### config.mk
export PLATFORM = sky130hd
export DESIGN_NAME = potbank_ctrl
export DESIGN_NICKNAME = d
export VERILOG_FILES = /design/src/rtl/potbank_ctrl.sv
export SDC_FILE = /design/constraint.sdc
export NUM_CORES = 1
export LEC_CHECK = 0
export CAP_MARGIN = 5
export CORE_MARGIN = 4
export CORE_UTILIZATION = 58
export DETAILED_ROUTE_END_ITERATION = 8
export PLACE_DENSITY = 0.9
export SETUP_SLACK_MARGIN = 0.1
export SLEW_MARGIN = 15
export SYNTH_ARGS = -nofsm -noshare
export SYNTH_HDL_FRONTEND = slang
export SYNTH_SLANG_ARGS = --single-unit
### constraint.sdc
create_clock -name clk -period 8.7 [get_ports clk]
set_input_delay 2.61 -clock clk [delete_from_list [all_inputs] [get_ports clk]]
set_output_delay 2.61 -clock clk [all_outputs]
set_load 0.02 [all_outputs]
### src/rtl/potbank_ctrl.sv
module potbank_ctrl #(
  parameter int NCH       = 2,
  parameter int TAP_W     = 6,
  parameter int NSLOT     = 4,
  parameter int WR_CYCLES = 1000000
) (
  input  logic                      clk,
  input  logic                      rst_n,
  input  logic                      cmd_valid,
  input  logic [3:0]                cmd_op,
  input  logic [$clog2(2*NCH)-1:0]  cmd_unit,
  input  logic [$clog2(NSLOT)-1:0]  cmd_slot,
  input  logic                      cmd_all,
  input  logic [TAP_W-1:0]          cmd_data,
  input  logic                      wp_n,
  input  logic [NCH-1:0]            cmp_raw,
  output logic [TAP_W-1:0]          rd_data,
  output logic                      rd_valid,
  output logic                      busy,
  output logic [NCH*(1<<TAP_W)-1:0] tap_sel,
  output logic [NCH-1:0]            ana_off,
  output logic [NCH-1:0]            cmp_out
);
  localparam int NU   = 2 * NCH;
  localparam int UW   = $clog2(NU);
  localparam int TAPS = 1 << TAP_W;
  localparam int CW   = $clog2(WR_CYCLES + 1);
  localparam int EN_B = TAP_W - 1;
  localparam int HD_B = TAP_W - 2;
  localparam int PD_B = TAP_W - 3;
  localparam logic [UW-1:0]    NCH_U = UW'(NCH);
  localparam logic [TAP_W-1:0] TOP   = {TAP_W{1'b1}};
  localparam logic [TAP_W-1:0] CMASK = {3'b111, {(TAP_W-3){1'b0}}};

  localparam logic [3:0] OP_RDV = 4'h1, OP_WRV = 4'h2, OP_RDS = 4'h3,
                         OP_WRS = 4'h4, OP_RCL = 4'h5, OP_SAV = 4'h6, OP_STP = 4'h7;

  logic [TAP_W-1:0] vol  [NU];
  logic [TAP_W-1:0] slot [NU][NSLOT];
  logic [CW-1:0]    cnt;
  logic [NCH-1:0]   hold_q;

  wire go    = cmd_valid && (cnt == '0);
  wire nv_op = (cmd_op == OP_WRS) || (cmd_op == OP_SAV);

  assign busy = (cnt != '0);

  function automatic logic [TAP_W-1:0] fix(input logic [UW-1:0] u, input logic [TAP_W-1:0] v);
    return (u >= NCH_U) ? (v & CMASK) : v;
  endfunction

  always_ff @(posedge clk) begin
    if (!rst_n) begin
      for (int u = 0; u < NU; u++) vol[u] <= fix(UW'(u), slot[u][0]);
    end else if (go) begin
      case (cmd_op)
        OP_WRV: vol[cmd_unit] <= fix(cmd_unit, cmd_data);
        OP_RCL:
          for (int u = 0; u < NU; u++)
            if (cmd_all || UW'(u) == cmd_unit) vol[u] <= fix(UW'(u), slot[u][cmd_slot]);
        OP_STP:
          if (cmd_unit < NCH_U) begin
            if (cmd_data[0]) begin
              if (vol[cmd_unit] != TOP) vol[cmd_unit] <= vol[cmd_unit] + 1'b1;
            end else if (vol[cmd_unit] != '0) begin
              vol[cmd_unit] <= vol[cmd_unit] - 1'b1;
            end
          end
        default: ;
      endcase
    end
  end

  always_ff @(posedge clk) begin
    if (rst_n && go && wp_n) begin
      if (cmd_op == OP_WRS) slot[cmd_unit][cmd_slot] <= fix(cmd_unit, cmd_data);
      if (cmd_op == OP_SAV)
        for (int u = 0; u < NU; u++)
          if (cmd_all || UW'(u) == cmd_unit) slot[u][cmd_slot] <= vol[u];
    end
  end

  always_ff @(posedge clk) begin
    if (!rst_n) begin
      cnt      <= '0;
      rd_valid <= 1'b0;
      rd_data  <= '0;
    end else begin
      rd_valid <= 1'b0;
      if (go && cmd_op == OP_RDV) begin
        rd_data  <= vol[cmd_unit];
        rd_valid <= 1'b1;
      end
      if (go && cmd_op == OP_RDS) begin
        rd_data  <= slot[cmd_unit][cmd_slot];
        rd_valid <= 1'b1;
      end
      if (go && nv_op && wp_n) cnt <= CW'(WR_CYCLES);
      else if (cnt != '0)      cnt <= cnt - 1'b1;
    end
  end

  for (genvar c = 0; c < NCH; c++) begin : g_ch
    logic [TAP_W-1:0] ctl;
    assign ctl = vol[NCH + c];

    always_ff @(posedge clk) begin
      if (!rst_n) hold_q[c] <= 1'b0;
      else if (!ctl[HD_B]) hold_q[c] <= cmp_raw[c];
    end

    assign tap_sel[c*TAPS +: TAPS] = TAPS'(1) << vol[c];
    assign ana_off[c] = ctl[PD_B];
    assign cmp_out[c] = !ctl[PD_B] && ctl[EN_B] && (ctl[HD_B] ? hold_q[c] : cmp_raw[c]);


    pd_low_chk: assert property (@(posedge clk) disable iff (!rst_n)
      ana_off[c] |-> !cmp_out[c]);

    hold_keep_chk: assert property (@(posedge clk) disable iff (!rst_n)
      (ctl[HD_B] && $past(ctl[HD_B]) && $stable(ctl)) |-> $stable(cmp_out[c]));
  end


  busy_drop_chk: assert property (@(posedge clk) disable iff (!rst_n)
    (busy && cmd_valid) |=> (!rd_valid && $stable(vol[0]) && $stable(vol[NCH])));

  wp_block_chk: assert property (@(posedge clk) disable iff (!rst_n)
    (go && nv_op && !wp_n) |=> !busy);

  nv_start_chk: assert property (@(posedge clk) disable iff (!rst_n)
    (go && nv_op && wp_n) |=> busy);

  step_sat_chk: assert property (@(posedge clk) disable iff (!rst_n)
    (go && cmd_op == OP_STP && cmd_unit == '0 && cmd_data[0] && vol[0] == TOP) |=> (vol[0] == TOP));

  rd_pulse_chk: assert property (@(posedge clk) disable iff (!rst_n)
    rd_valid |=> !rd_valid || $past(go));
endmodule

==> results.txt, run 1 <==
----------------------------------------------------
[Status]
  Status ... completed

[Global route]
  First-pass GRT wire length ... 45.9 mm
  Initial antenna violation count ... 0
  Pin count of the biggest net entering global routing ... 50
  Total congestion overflow ... 0
  Routing usage on met1 ... 40.0%
  Met3 Resource Use GR ... 8.95%
  Vias in the first global route ... 8390
  Global routing usage summed across all routing layers ... 32.8%
  Met2 track demand over resource in global routing ... 52.8%
  Global routing's busiest layer ... met2

[Synth]
  Number of flops mapped to enable cells by yosys ... 120
  Post-synthesis cell count ... 954
  Share of flip-flops with an asynchronous set or reset ... 0%
  Number of register bits inferred by synthesis ... 149
  Flip-flop cell with the highest count after synthesis ... sky130_fd_sc_hd__edfxtp_1
  Sequential-to-total area share from yosys stat ... 44.4%
  Cell area after synthesis ... 9420 um^2
  Yosys top cell by area ... sky130_fd_sc_hd__edfxtp_1
  Total number of yosys warnings ... 0
  Post-Synthesis Mean Instance Area ... 9.87 um^2
  Count of distinct cell types in the synthesized netlist ... 63
  Fraction of synthesized cell area taken by the top area cell type ... 38.3%
  Ranking of synthesized cells by area ... sky130_fd_sc_hd__edfxtp_1 (38%), sky130_fd_sc_hd__mux2_2 (10%), sky130_fd_sc_hd__nor2_1 (7.3%)

[Floorplan]
  Core ar. ... 15900 um^2
  Number of placed I/O pins ... 161
  Effective utilization at floorplan ... 59.3%
  Die width ... 135 um
  Die ar. ... 18300 um^2
  Die Y-Extent ... 135 um
  Row Count ... 46

[Layout]
  Most frequent standard cell in the layout excluding fill and tap cells ... sky130_fd_sc_hd__nor2_1
  Fraction of layout instances using a drive strength above 1 ... 17.1%
  Ant. Diodes ... 0
  Post-layout nets ... 1099
  Count of filler cells inserted in the layout ... 1130
  Layout area overhead ... 23.1%
  Most frequent cells in the layout ... sky130_fd_sc_hd__nor2_1 (184), sky130_fd_sc_hd__clkdlybuf4s50_1 (157), sky130_fd_sc_hd__edfxtp_1 (120)

[Critical path]
  Required @ worst endpoint ... 6.09 ns
  Data arrival time at the worst-slack endpoint ... 3.99 ns
  End of the worst register-to-register path ... slot[2][17]$_DFFE_PP_
  R2r startpoint ... cnt[11]$_SDFFE_PP0P_
  Maximum fanout along the worst path ... 2
  Register-to-Register Path Depth ... 6
  CP Capture Type ... output port
  Minimum setup slack among reg-to-reg paths ... 4.85 ns
  Kind of start point of the critical path ... input port
  Setup CP Type ... in -> out

[Worst hold path]
  Hold WC Path Type ... reg -> reg
  Hold path depth ... 2
  Start point of the worst min-delay path ... rd_data[1]$_SDFFE_PN0P_
  Worst Hold Path EP ... rd_data[1]$_SDFFE_PN0P_

[STA]
  Final period util ... 75.9%
  Final setup violation count ... 0
  Final min period ... 6.60 ns
  Final hold violation count ... 0
  Hold Worst Slack ... 0.472 ns
  Unrepaired setup endpoints after global routing ... no
  Transition time at the pin with the least slew margin ... 1.01 ns
  Final-report max-slew violation count ... 0
  Clock Skew ... 0.00769 ns
  Maximum operating frequency ... 0.152 GHz
  Total negative slack ... 0 ns
  Slew Limit Headroom ... 32.5%

[Detailed routing]
  First-pass DRT Iterations ... 5
  Final antenna-violating net count ... 0
  Overall via count from detail_route ... 8447
  Drt via density ... 6.48
  Wirelength per Cell ... 22.8 um
  Drc violations ... 0
  Post-Route WL ... 29.7 mm
  DR iter-0 viols ... 997

[Clock network]
  Post-CTS Hold Fix Bufs ... 0
  Number of buffers between clock root and the deepest sink ... 2
  Total clock sinks ... 149
  Later-pin clock latency in the skew report ... 0.43 ns
  Inserted Clock Buffers ... 17
  Clock slew seen by the registers of the worst setup and hold paths ... 0.06 ns
  Total setup buffers inserted after CTS ... 0
  CTS root buf ... sky130_fd_sc_hd__clkbuf_16
  Number of levels the H-tree was split into ... 4
  Gates resized, CTS repair ... 0
  Clock tree from TritonCTS ... yes

[Pwr]
  Max IR drop VDD ... 157 uV
  PwrDens ... 178 nW/um^2
  Lkg Pwr ... 3.82 nW

[Placed design]
  HPWL Detailed ... 21.3 mm
  Weighted congestion at the end of routability-driven global placement ... 1.02
  Number of buffers inserted by port buffering ... 160

[Job]
  Max-cap violations ... 0

----------------------------------------------------
## layout make-up
type	instances	area, um^2	share of cell area (%)
Clock buffer	17	425	3.67
Sequential cell	149	4180	36.1
Tap cell	216	270	2.33
Clock inverter	15	108	0.928
Inverter	11	41.3	0.356
Timing Repair Buffer	167	1640	14.1
Multi-Input combinational cell	728	4930	42.5
## layer usage
layer / vias to the layer above / wire length, um
met5: - / 0
met4: 0 / 1730
met3: 126 / 3850
met2: 681 / 13800
met1: 3914 / 10300
li1: 3726 / -
## cell families (layout without fill, tap and decap cells)
family | count (synthesis) | count (layout) | share of synthesized area (%)
other | 1 | 6 | 0.0398
adders and majority gates | 4 | 4 | 0.531
AOI/OAI and AO/OA | 156 | 156 | 10.3
buffers and inverters | 82 | 210 | 3.47
and+or+nand+nor | 411 | 411 | 21.9
DFF | 149 | 149 | 44.4
muxes | 134 | 134 | 17.8
xor gates and xnor gates | 17 | 17 | 1.58
## worst max-delay path: stages
cell                              delay (ns)
sky130_fd_sc_hd__clkdlybuf4s50_1        0.45
sky130_fd_sc_hd__mux2i_1                0.08
sky130_fd_sc_hd__nor3b_1                0.20
sky130_fd_sc_hd__clkdlybuf4s50_1        0.65
## worst max-delay path by stage
| stage | from | to | slack (ns) |
|---|---|---|---|
| 6_report | cmp_raw[0] | cmp_out[0] | 2.10 |
| 5_1_grt | cmp_raw[0] | cmp_out[0] | 2.01 |
| 4_1_cts | cmp_raw[1] | cmp_out[1] | 2.09 |
| 3_5_place_dp | cmp_raw[1] | cmp_out[1] | 2.08 |
| 3_3_place_gp | cmp_raw[0] | cmp_out[0] | 2.13 |
| 2_1_floorplan | cmp_raw[0] | cmp_out[0] | 2.89 |
## registers in the layout (all words and copies together) (netlist names)
signal,flops
cnt,20
hold_q,2
rd_data,6
rd_valid,1
slot,96
vol,24
## power breakdown
part           leakage, nW  switching [W]  internal (W)
Sequential            1.33      0.0000630      0.000821
Combinational         2.23       0.000295      0.000208
Clock                0.255       0.000307      0.000365
## per-stage QoR
| stage | total power (W) | setup slack (ns) | cell area (um^2) | instances | utilization [%] |
|---|---|---|---|---|---|
| 2_1_floorplan | 0.00125 | 2.89 | 9440 | 959 | - |
| 3_3_place_gp | 0.00136 | 2.13 | 11100 | 1271 | 69.6 |
| 3_5_place_dp | 0.00138 | 2.08 | 11100 | 1271 | 69.6 |
| 4_1_cts | 0.00205 | 2.09 | 11600 | 1303 | 73.0 |
| 5_1_grt | 0.00214 | 2.01 | 11600 | 1303 | 73.0 |
| 6_report | 0.00206 | 2.10 | 11600 | 1303 | 73.0 |
## synthesized netlist by cell type, drive strengths merged (2+ instances only)
master and count:
inv 11, o21ai 35, o22ai 3, o2111ai 2, or3 12, a21oi 54
and3 3, nand2b 16, xor2 8, xnor2 9, buf 19, mux4 18
nand3 18, a31oi 3, nor3 44, nand3b 2, ha 4, edfxtp 120
nand4b 5, a22oi 9, o211ai 3, nor4 5, nand2 57, or4 6
nor4b 3, nand4 4, a31o 2, nor2 193, o221ai 3, a211oi 6
nor2b 19, o31ai 15, a222oi 2, nor3b 6, dfxtp 29, mux2i 30
mux2 86, a21boi 10, or2 15, clkbuf 52
(Power assumes the default switching activity.)
==> inputs of run 2 (changes only) <==
--- a/config.mk
+++ b/config.mk
@@ -7,9 +7,9 @@
 export LEC_CHECK = 0
 export CAP_MARGIN = 5
 export CORE_MARGIN = 4
-export CORE_UTILIZATION = 58
+export CORE_UTILIZATION = 49
 export DETAILED_ROUTE_END_ITERATION = 8
-export PLACE_DENSITY = 0.9
+export PLACE_DENSITY = 0.82
 export SETUP_SLACK_MARGIN = 0.1
 export SLEW_MARGIN = 15
 export SYNTH_ARGS = -nofsm -noshare
==> constraint.sdc (replaced) <==
create_clock -name clk -period 6 [get_ports clk]
set_input_delay 1.8 -clock clk [delete_from_list [all_inputs] [get_ports clk]]
set_output_delay 1.8 -clock clk [all_outputs]
set_load 0.02 [all_outputs]
==> results.txt, run 2 (synthesized netlist as in run 1, its figures left out) <==
----------------------------------------------------
[Detailed routing]
  Uppermost signal routing layer after detailed routing ... met4
  First-pass DRT Iterations ... 9
  Wirelength per Cell ... 22.1 um
  Overall via count from detail_route ... 8320
  Post-Route WL ... 29.8 mm
  Drt via density ... 6.16
  Drc violations ... 0
  Routed length on met1 ... 11.1 mm
  Total length of routed met2 wires ... 14.0 mm
  Final antenna-violating net count ... 0
  DR iter-0 viols ... 1105
  WL met3 ... 3.69 mm

[Global route]
  Pin count of the biggest net entering global routing ... 39
  Vias in the first global route ... 7976
  Initial antenna violation count ... 0
  First-pass GRT wire length ... 45.4 mm
  Global routing usage summed across all routing layers ... 27.0%
  Total congestion overflow ... 0

[STA]
  Slew Limit Headroom ... 19.2%
  Final hold violation count ... 0
  Final setup violation count ... 0
  Unrepaired setup endpoints after global routing ... no
  Final min period ... 4.98 ns
  Final-report max-slew violation count ... 0
  Hold Worst Slack ... 0.496 ns
  Final period util ... 83.0%
  Maximum operating frequency ... 0.201 GHz
  Clock Skew ... 0.00713 ns
  Total negative slack ... 0 ns
  Transition time at the pin with the least slew margin ... 1.21 ns

[Floorplan]
  Die ar. ... 21500 um^2
  Row Count ... 50
  Die width ... 147 um
  Effective utilization at floorplan ... 50.0%
  Die Y-Extent ... 147 um
  Core ar. ... 18800 um^2
  Number of placed I/O pins ... 161

[Critical path]
  Maximum fanout along the worst path ... 2
  Kind of start point of the critical path ... input port
  CP Capture Type ... output port
  Required @ worst endpoint ... 4.20 ns
  Setup CP Type ... in -> out
  Data arrival time at the worst-slack endpoint ... 3.18 ns

[Clock network]
  Total setup buffers inserted after CTS ... 0
  Number of levels the H-tree was split into ... 4
  Inserted Clock Buffers ... 17
  Number of buffers between clock root and the deepest sink ... 2
  Gates resized, CTS repair ... 0
  Later-pin clock latency in the skew report ... 0.44 ns
  Total clock sinks ... 149
  Clock tree from TritonCTS ... yes
  CTS root buf ... sky130_fd_sc_hd__clkbuf_16
  Post-CTS Hold Fix Bufs ... 0
  Clock slew seen by the registers of the worst setup and hold paths ... 0.07 ns

[Layout]
  Area of the multi-input gates ... 4930 um^2
  Most frequent cells in the layout ... sky130_fd_sc_hd__nor2_1 (184), sky130_fd_sc_hd__clkdlybuf4s50_1 (157), sky130_fd_sc_hd__edfxtp_1 (120)
  Flip-flop count of the largest register, all copies and words added ... 96
  Most frequent standard cell in the layout excluding fill and tap cells ... sky130_fd_sc_hd__nor2_1
  Finished Cell Area ... 11700 um^2
  Ant. Diodes ... 0
  Layout area overhead ... 24.3%
  Final Instance Count excl. Fillers ... 1350
  Fraction of layout instances using a drive strength above 1 ... 17.5%
  Post-layout nets ... 1102
  Largest register by flop count ... slot
  Count of filler cells inserted in the layout ... 1523
  Register area ... 4180 um^2
  Largest registers ... slot: 96 flops, vol: 24 flops, cnt: 20 flops

[Placed design]
  Weighted congestion at the end of routability-driven global placement ... 0.968
  Total instance count after detailed placement ... 1318
  HPWL Detailed ... 21.6 mm
  Number of buffers inserted by port buffering ... 160
  Post-Place Cell Area ... 11100 um^2

[Pwr]
  Max IR drop VDD ... 215 uV
  PwrDens ... 260 nW/um^2
  Lkg Pwr ... 3.85 nW

[Job]
  Max-cap violations ... 0

[Status]
  Status ... completed

[Worst hold path]
  Hold WC Path Type ... reg -> reg

----------------------------------------------------
run 2: cell types whose count changed in the layout (fill, tap and decap cells not counted), sizes merged:
cell,delta
inv,+3
clkinv,-3
buf,+3
run 2: critical path, cell delays in order:
cell	delay (ns)
sky130_fd_sc_hd__clkdlybuf4s50_1	0.46
sky130_fd_sc_hd__mux2i_1	0.08
sky130_fd_sc_hd__nor3b_1	0.19
sky130_fd_sc_hd__clkdlybuf4s50_1	0.65
run 2: through the flow:
step | utilization (%) | power (W) | setup WS (ns)
global placement | 59.2 | 0.00198 | 1.06
CTS | 62.2 | 0.00303 | 1.03
floorplan | - | 0.00181 | 1.44
detailed placement | 59.2 | 0.00201 | 1.04
finish | 62.2 | 0.00304 | 1.02
global route | 62.2 | 0.00316 | 0.905
run 2: final timing paths:
path,start,endpoint,slack (ns),cells after the start
setup / recovery,cmp_raw[0],cmp_out[0],1.02,4
hold / removal,rd_data[0]$_SDFFE_PN0P_,rd_data[0]$_SDFFE_PN0P_,0.50,2
hold reg to reg,rd_data[0]$_SDFFE_PN0P_,rd_data[0]$_SDFFE_PN0P_,0.50,2
setup reg to reg,cnt[11]$_SDFFE_PP0P_,slot[3][9]$_DFFE_PP_,2.03,6
run 2: final cells by class:
class,instances,area share [%]
multi-input combinational,728,42.1
sequential,149,35.7
timing repair buffer,170,14.2
clock buffer,17,3.63
tap,260,2.78
clock inverter,15,1.21
inverter,11,0.353
run 2: power breakdown:
part / internal (W) / switching [W]
Sequential: 0.00119 / 0.0000930
Clock: 0.000547 / 0.000489
Combinational: 0.000302 / 0.000423
run 2: routing by layer:
| metal | GRT usage, % | up-vias |
|---|---|---|
| met4 | 10.1 | 0 |
| li1 | - | 3730 |
| met2 | 44.4 | 616 |
| met5 | 0 | - |
| met3 | 7.01 | 90 |
| met1 | 34.4 | 3884 |
